==> src/rtl/tsel_pkg.sv <==
package tsel_pkg;

    localparam int BITS_PER_SLOT = 8;
    localparam int BIT_W         = 3;

    typedef enum logic [1:0] {
        FSEL_OFF  = 2'b00,
        FSEL_ODD  = 2'b01,
        FSEL_EVEN = 2'b10,
        FSEL_BOTH = 2'b11
    } frame_sel_e;

    typedef struct packed {
        logic [BITS_PER_SLOT-1:0] mask;
        frame_sel_e               fsel;
    } sel_rule_t;

    function automatic logic frame_permits(frame_sel_e sel, logic odd);
        case (sel)
            FSEL_ODD:  return odd;
            FSEL_EVEN: return !odd;
            FSEL_BOTH: return 1'b1;
            default:   return 1'b0;
        endcase
    endfunction

    function automatic logic is_last_bit(logic [BIT_W-1:0] b);
        return b == BIT_W'(BITS_PER_SLOT - 1);
    endfunction

endpackage

==> src/rtl/tsel_shadow.sv <==
module tsel_shadow
    import tsel_pkg::*;
#(
    parameter int SLOT_W = 5,
    parameter int LINK_W = 2
) (
    input  logic              clk,
    input  logic              rst,
    input  logic              load,
    input  logic [LINK_W-1:0] in_link,
    input  logic [SLOT_W-1:0] in_slot,
    input  sel_rule_t         in_rule,
    output logic [LINK_W-1:0] act_link,
    output logic [SLOT_W-1:0] act_slot,
    output sel_rule_t         act_rule
);

    always_ff @(posedge clk) begin
        if (rst) begin
            act_link      <= '0;
            act_slot      <= '0;
            act_rule.mask <= '0;
            act_rule.fsel <= FSEL_OFF;
        end else if (load) begin
            act_link <= in_link;
            act_slot <= in_slot;
            act_rule <= in_rule;
        end
    end

endmodule

==> src/rtl/tsel_match.sv <==
module tsel_match
    import tsel_pkg::*;
#(
    parameter int NUM_LINKS = 4,
    parameter int SLOT_W    = 5,
    parameter int LINK_W    = 2
) (
    input  logic [SLOT_W-1:0]    pos_slot,
    input  logic [BIT_W-1:0]     pos_bit,
    input  logic                 odd,
    input  logic [NUM_LINKS-1:0] aligned,
    input  logic [LINK_W-1:0]    chan_link,
    input  logic [SLOT_W-1:0]    chan_slot,
    input  sel_rule_t            rule,
    output logic                 hit
);

    logic link_ok;

    always_comb begin
        link_ok = 1'b0;
        for (int i = 0; i < NUM_LINKS; i++) begin
            if (chan_link == LINK_W'(i)) link_ok = aligned[i];
        end
        hit = link_ok
            && (pos_slot == chan_slot)
            && rule.mask[pos_bit]
            && frame_permits(rule.fsel, odd);
    end

endmodule

==> src/rtl/tsel_rx_capture.sv <==
module tsel_rx_capture #(
    parameter int NUM_LINKS = 4,
    parameter int LINK_W    = 2
) (
    input  logic                 clk,
    input  logic                 rst,
    input  logic                 hit,
    input  logic [LINK_W-1:0]    chan_link,
    input  logic [NUM_LINKS-1:0] lanes,
    output logic                 rx_valid,
    output logic                 rx_bit
);

    logic picked;

    always_comb begin
        picked = 1'b0;
        for (int i = 0; i < NUM_LINKS; i++) begin
            if (chan_link == LINK_W'(i)) picked = lanes[i];
        end
    end

    always_ff @(posedge clk) begin
        if (rst) begin
            rx_valid <= 1'b0;
            rx_bit   <= 1'b0;
        end else begin
            rx_valid <= hit;
            rx_bit   <= hit & picked;
        end
    end

endmodule

==> src/rtl/tsel_channel_pick.sv <==
module tsel_channel_pick
    import tsel_pkg::*;
#(
    parameter int  NUM_LINKS = 4,
    parameter int  SLOTS     = 32,
    localparam int SLOT_W    = (SLOTS > 1) ? $clog2(SLOTS) : 1,
    localparam int LINK_W    = (NUM_LINKS > 1) ? $clog2(NUM_LINKS) : 1
) (
    input  logic                 clk,
    input  logic                 rst,
    input  logic [NUM_LINKS-1:0] link_bit,
    input  logic [NUM_LINKS-1:0] link_aligned,
    input  logic [SLOT_W-1:0]    pos_slot,
    input  logic [2:0]           pos_bit,
    input  logic                 frame_odd,
    input  logic [LINK_W-1:0]    cfg_link,
    input  logic [SLOT_W-1:0]    cfg_slot,
    input  logic [7:0]           cfg_mask,
    input  logic [1:0]           cfg_frames,
    output logic                 rx_valid,
    output logic                 rx_bit,
    output logic                 tx_req,
    input  logic                 tx_bit,
    output logic [NUM_LINKS-1:0] tx_line,
    output logic [NUM_LINKS-1:0] tx_line_en
);

    sel_rule_t         in_rule;
    sel_rule_t         act_rule;
    sel_rule_t         nxt_rule;
    logic [LINK_W-1:0] act_link;
    logic [LINK_W-1:0] nxt_link;
    logic [SLOT_W-1:0] act_slot;
    logic [SLOT_W-1:0] nxt_chan_slot;
    logic [SLOT_W-1:0] nxt_pos_slot;
    logic [BIT_W-1:0]  nxt_pos_bit;
    logic              nxt_odd;
    logic              frame_end;
    logic              cur_hit;

    assign in_rule.mask = cfg_mask;
    assign in_rule.fsel = frame_sel_e'(cfg_frames);

    // Last bit of the last timeslot: the configuration is sampled here.
    assign frame_end = (pos_slot == SLOT_W'(SLOTS - 1)) && is_last_bit(pos_bit);

    tsel_shadow #(.SLOT_W(SLOT_W), .LINK_W(LINK_W)) u_shadow (
        .clk      (clk),
        .rst      (rst),
        .load     (frame_end),
        .in_link  (cfg_link),
        .in_slot  (cfg_slot),
        .in_rule  (in_rule),
        .act_link (act_link),
        .act_slot (act_slot),
        .act_rule (act_rule)
    );

    // Selection at the current position.
    tsel_match #(.NUM_LINKS(NUM_LINKS), .SLOT_W(SLOT_W), .LINK_W(LINK_W)) u_cur (
        .pos_slot  (pos_slot),
        .pos_bit   (pos_bit),
        .odd       (frame_odd),
        .aligned   (link_aligned),
        .chan_link (act_link),
        .chan_slot (act_slot),
        .rule      (act_rule),
        .hit       (cur_hit)
    );

    // Position and setup one clock ahead, for the transmit request.
    always_comb begin
        nxt_pos_bit = pos_bit + BIT_W'(1);
        if (!is_last_bit(pos_bit))  nxt_pos_slot = pos_slot;
        else if (frame_end)         nxt_pos_slot = '0;
        else                        nxt_pos_slot = pos_slot + SLOT_W'(1);
        nxt_odd       = frame_end ? !frame_odd : frame_odd;
        nxt_link      = frame_end ? cfg_link   : act_link;
        nxt_chan_slot = frame_end ? cfg_slot   : act_slot;
        nxt_rule      = frame_end ? in_rule    : act_rule;
    end

    tsel_match #(.NUM_LINKS(NUM_LINKS), .SLOT_W(SLOT_W), .LINK_W(LINK_W)) u_ahead (
        .pos_slot  (nxt_pos_slot),
        .pos_bit   (nxt_pos_bit),
        .odd       (nxt_odd),
        .aligned   (link_aligned),
        .chan_link (nxt_link),
        .chan_slot (nxt_chan_slot),
        .rule      (nxt_rule),
        .hit       (tx_req)
    );

    // One transmit lane per link.
    for (genvar g = 0; g < NUM_LINKS; g++) begin : g_lane
        assign tx_line_en[g] = cur_hit && (act_link == LINK_W'(g));
        assign tx_line[g]    = tx_line_en[g] & tx_bit;
    end

    tsel_rx_capture #(.NUM_LINKS(NUM_LINKS), .LINK_W(LINK_W)) u_rx (
        .clk       (clk),
        .rst       (rst),
        .hit       (cur_hit),
        .chan_link (act_link),
        .lanes     (link_bit),
        .rx_valid  (rx_valid),
        .rx_bit    (rx_bit)
    );

endmodule

==> config.mk <==
export PLATFORM = sky130hd
export DESIGN_NAME = tsel_channel_pick
export DESIGN_NICKNAME = d
export VERILOG_FILES = /design/src/rtl/tsel_pkg.sv /design/src/rtl/tsel_shadow.sv /design/src/rtl/tsel_match.sv /design/src/rtl/tsel_rx_capture.sv /design/src/rtl/tsel_channel_pick.sv
export SDC_FILE = /design/constraint.sdc
export NUM_CORES = 1
export LEC_CHECK = 0
export BUFFER_PORTS_ARGS = -buffer_cell sky130_fd_sc_hd__buf_2
export CAP_MARGIN = 20
export CORE_ASPECT_RATIO = 0.6
export CORE_UTILIZATION = 55
export DETAILED_ROUTE_END_ITERATION = 12
export GPL_TIMING_DRIVEN = 0
export PLACE_DENSITY = 0.85
export SLEW_MARGIN = 20
export SYNTH_ARGS = -nofsm -noshare
export SYNTH_HDL_FRONTEND = slang
export SYNTH_HIERARCHICAL = 1
export SYNTH_SLANG_ARGS = --single-unit
==> constraint.sdc <==
create_clock -name clk -period 6.05 [get_ports clk]
set_input_delay 1.21 -clock clk [delete_from_list [all_inputs] [get_ports clk]]
set_output_delay 1.21 -clock clk [all_outputs]
set_load 0.01 [all_outputs]
==> metrics.txt <==
met1 WL 1.56 mm; die span in x 69.3 µm; via count of the first global-routing pass 1245; worst path cell trace buf_2 > ha_1 > and3_1 > ha_1 > nand2_4 > mux2_2 > xor2_1 > nor4_1 > nand3_1 > a211oi_1 > buf_2; overflow left after global routing 0; path category of the worst min-delay check register to register; worst-margin pin slew between 0.6 and 0.7 ns; vias after detailed routing 1298; static power due to leakage 0.000876 µW; hold bufs inserted after CTS 0; required time of the critical path just under 5 ns; Reg2Reg Depth 5; worst voltage drop across the vdd grid 0.000117 V; biggest fanout along the worst timing path 10; first-pass GRT wire length roughly 5.8 mm; Max-cap violations 0; Clock Sink Count 19; utilization after layout a little under three quarters; final hold viol count 0; vias per std cell 5.77; core area 2540 µm²; Initial Util 58.9%; met3 WL post-DR around 310 µm; cts bufs inserted 3; number of remaining DRC errors 0; post-route antenna net violation count 0; Period Utilization, post-route between 70% and 80%; number of antenna violations at the first check in global routing 0; Resized Gates After CTS 0; area grow syn2layout 21.7%; H-Tree Depth 1; topmost layer with routed signal wires met4; DP Worst Slack 1.25 ns; aggregate routed wire length 3.47 mm; outcome finished, final reports clean; hold-critical path depth 2; clock tree skew after final layout approximately 0.0036 ns; Post-layout nets roughly 240; Slew Limit Headroom 56.3%; Max stage delay on crit path 0.36 ns; mean instance size in the synthesized netlist approximately 11 µm²; Syn Inst Count 142; unrepaired setup endpoints after global routing false; Longest Clk Path Bufs 2; class of the most critical setup path input port to primary output; Wirelength per Cell ~15 µm; detailed-routing iteration count for the pre-antenna-repair pass 5; total power divided by cell area 142 nW/µm²; mapped cell area about 1500 µm²; post-detailed-placement half-perimeter wirelength 2.80 mm; Max Transition Viols Final 0; synthesis warning total 6; critical path endpoint category primary output; post-layout worst setup margin ~1.2 ns; synth unique cells 34; TritonCTS clock tree done; fraction of final layout cells with drive strength greater than 1 42.0%; sequential element share of the synthesized area about a quarter; Tot GR Track Use 25.3%; postcts setup bufs 0; register clock-pin slew on the reported worst setup and hold paths 0.07 ns; boundary pin count 48; top achievable clock speed 208 MHz; buffer cell driving the clock tree root sky130_fd_sc_hd__clkbuf_8; flip-flop and latch count after synthesis 19; area of all placed cells without fillers around 1800 µm²; DIE HEIGHT 42.4 µm; kind of start point of the critical path input port; clock latency on the worst-skew pair 0.26 ns; pin count of the biggest net entering global routing 13; metal2 WL 1.56 mm; final-layout fill cell count 185; cell with the largest stage delay on the worst path sky130_fd_sc_hd__mux2_2; number of setup violations in the final report 0; port bufs 47; Row Count 14; Antenna diodes 0; final critical-path required period approximately 4.8 ns; data arrival time of the critical path approximately 3.6 ns; routability cong. roughly 0.94; DRC violation total after the first TritonRoute iteration 60; post-placement cell area roughly 1800 µm²; total die area 2940 µm²; Fin Setup TNS 0 ns; nets in the synthesized netlist about 180
[final timing paths]
path | start | end | slack [ns]
min reg2reg | u_shadow/act_rule[4] | u_shadow/act_rule[4] | 0.54
min | u_shadow/act_rule[4] | u_shadow/act_rule[4] | 0.54
max | pos_slot[0] | tx_req | 1.24
max reg2reg | u_shadow/act_link[0] | u_rx/rx_bit | 4.13
[layer usage]
metal	vias up	GRT usage (%)
met5	-	0
met4	0	6.12
met3	4	6.25
met2	60	40.8
met1	611	34.3
li1	623	-
[stage by stage]
step / std cells / hold WS [ns] / power [µW]
finish: 225 / 0.536 / 258
global route: 225 / 0.567 / 271
CTS: 225 / 0.532 / 260
detailed placement: 221 / 0.514 / 168
global placement: 221 / 0.489 / 166
floorplan: 142 / 0.475 / 148
[placed cells by master (no fill, tap or decap), drive strengths merged]
cell,n
o21a,1
nor2,20
nor4,2
a211oi,4
mux2,19
dfxtp,19
and3b,2
clkinvlp,1
mux4,5
o311ai,1
o22ai,1
nand2b,2
mux2i,22
nand3,3
nand3b,2
nand2,3
a311oi,2
and2,1
and2b,2
and3,2
clkbuf,4
xor2,10
buf,52
nor3b,3
ha,4
xnor2,1
inv,3
nor3,1
nor2b,1
[report_power, final]
group | leakage, µW | switching (µW) | total, µW | internal (µW)
logic | 0.000701 | 20.3 | 40.8 | 20.5
registers | 0.000153 | 0.273 | 125 | 125
clock network | 0.0000217 | 45.4 | 91.9 | 46.5
[sequential cells by signal, indices dropped and copies added, names as in the netlist]
name,count
u_shadow/act_link,2
u_shadow/act_slot,5
u_rx/rx_bit,1
u_rx/rx_valid,1
u_shadow/act_rule,10
[kinds of logic (layout without fill, tap and decap cells)]
| family | count (synthesis) | after routing | synth area share, % |
|---|---|---|---|
| xor+xnor | 11 | 11 | 6.44 |
| flops | 19 | 19 | 25.4 |
| fa+ha+maj | 4 | 4 | 3.35 |
| compound gates | 9 | 9 | 4.69 |
| simple gates | 44 | 44 | 15.8 |
| mux | 46 | 46 | 39.1 |
| buf+inv | 9 | 60 | 5.19 |
[cells in the mapped netlist (all sizes together)]
| cell | instances | area, µm² |
|---|---|---|
| and2b | 2 | 17.5 |
| and3 | 2 | 12.5 |
| nand3b | 2 | 15.0 |
| and3b | 2 | 17.5 |
| nand2 | 3 | 18.8 |
| a311oi | 2 | 17.5 |
| mux4 | 5 | 120 |
| xnor2 | 1 | 8.76 |
| nor4 | 2 | 12.5 |
| xor2 | 10 | 87.6 |
| inv | 3 | 11.3 |
| o22ai | 1 | 6.26 |
| clkbuf | 1 | 3.75 |
| nor2b | 1 | 6.26 |
| a211oi | 4 | 30.0 |
| ha | 4 | 50.1 |
| buf | 5 | 62.6 |
| mux2 | 19 | 244 |
| mux2i | 22 | 220 |
| nor2 | 20 | 75.1 |
| nand3 | 3 | 15.0 |
| and2 | 1 | 6.26 |
| nand2b | 2 | 12.5 |
| nor3 | 1 | 5.00 |
| nor3b | 3 | 22.5 |
| dfxtp | 19 | 380 |
| o21a | 1 | 7.51 |
| o311ai | 1 | 8.76 |
[final cells by class]
class / count / area (µm²) / area share, %
multi-input cells: 114 / 1040 / 57.0
flip-flops and latches: 19 / 380 / 20.9
repair buffers: 47 / 235 / 12.9
plain buffers: 6 / 66.3 / 3.65
clock buffers: 3 / 41.3 / 2.27
well taps: 32 / 40.0 / 2.20
inverters: 3 / 11.3 / 0.619
clock inverters: 1 / 7.51 / 0.413
[critical path, delay by kind of cell]
kind / cells / cell delay [ns]
AOI/OAI and AO/OA: 1 / 0.27
xor gates and xnor gates: 1 / 0.17
buffers and inverters: 2 / 0.32
muxes: 1 / 0.36
adders and majority gates: 2 / 0.48
and+or+nand+nor: 4 / 0.78
(Power assumes the default switching activity.)
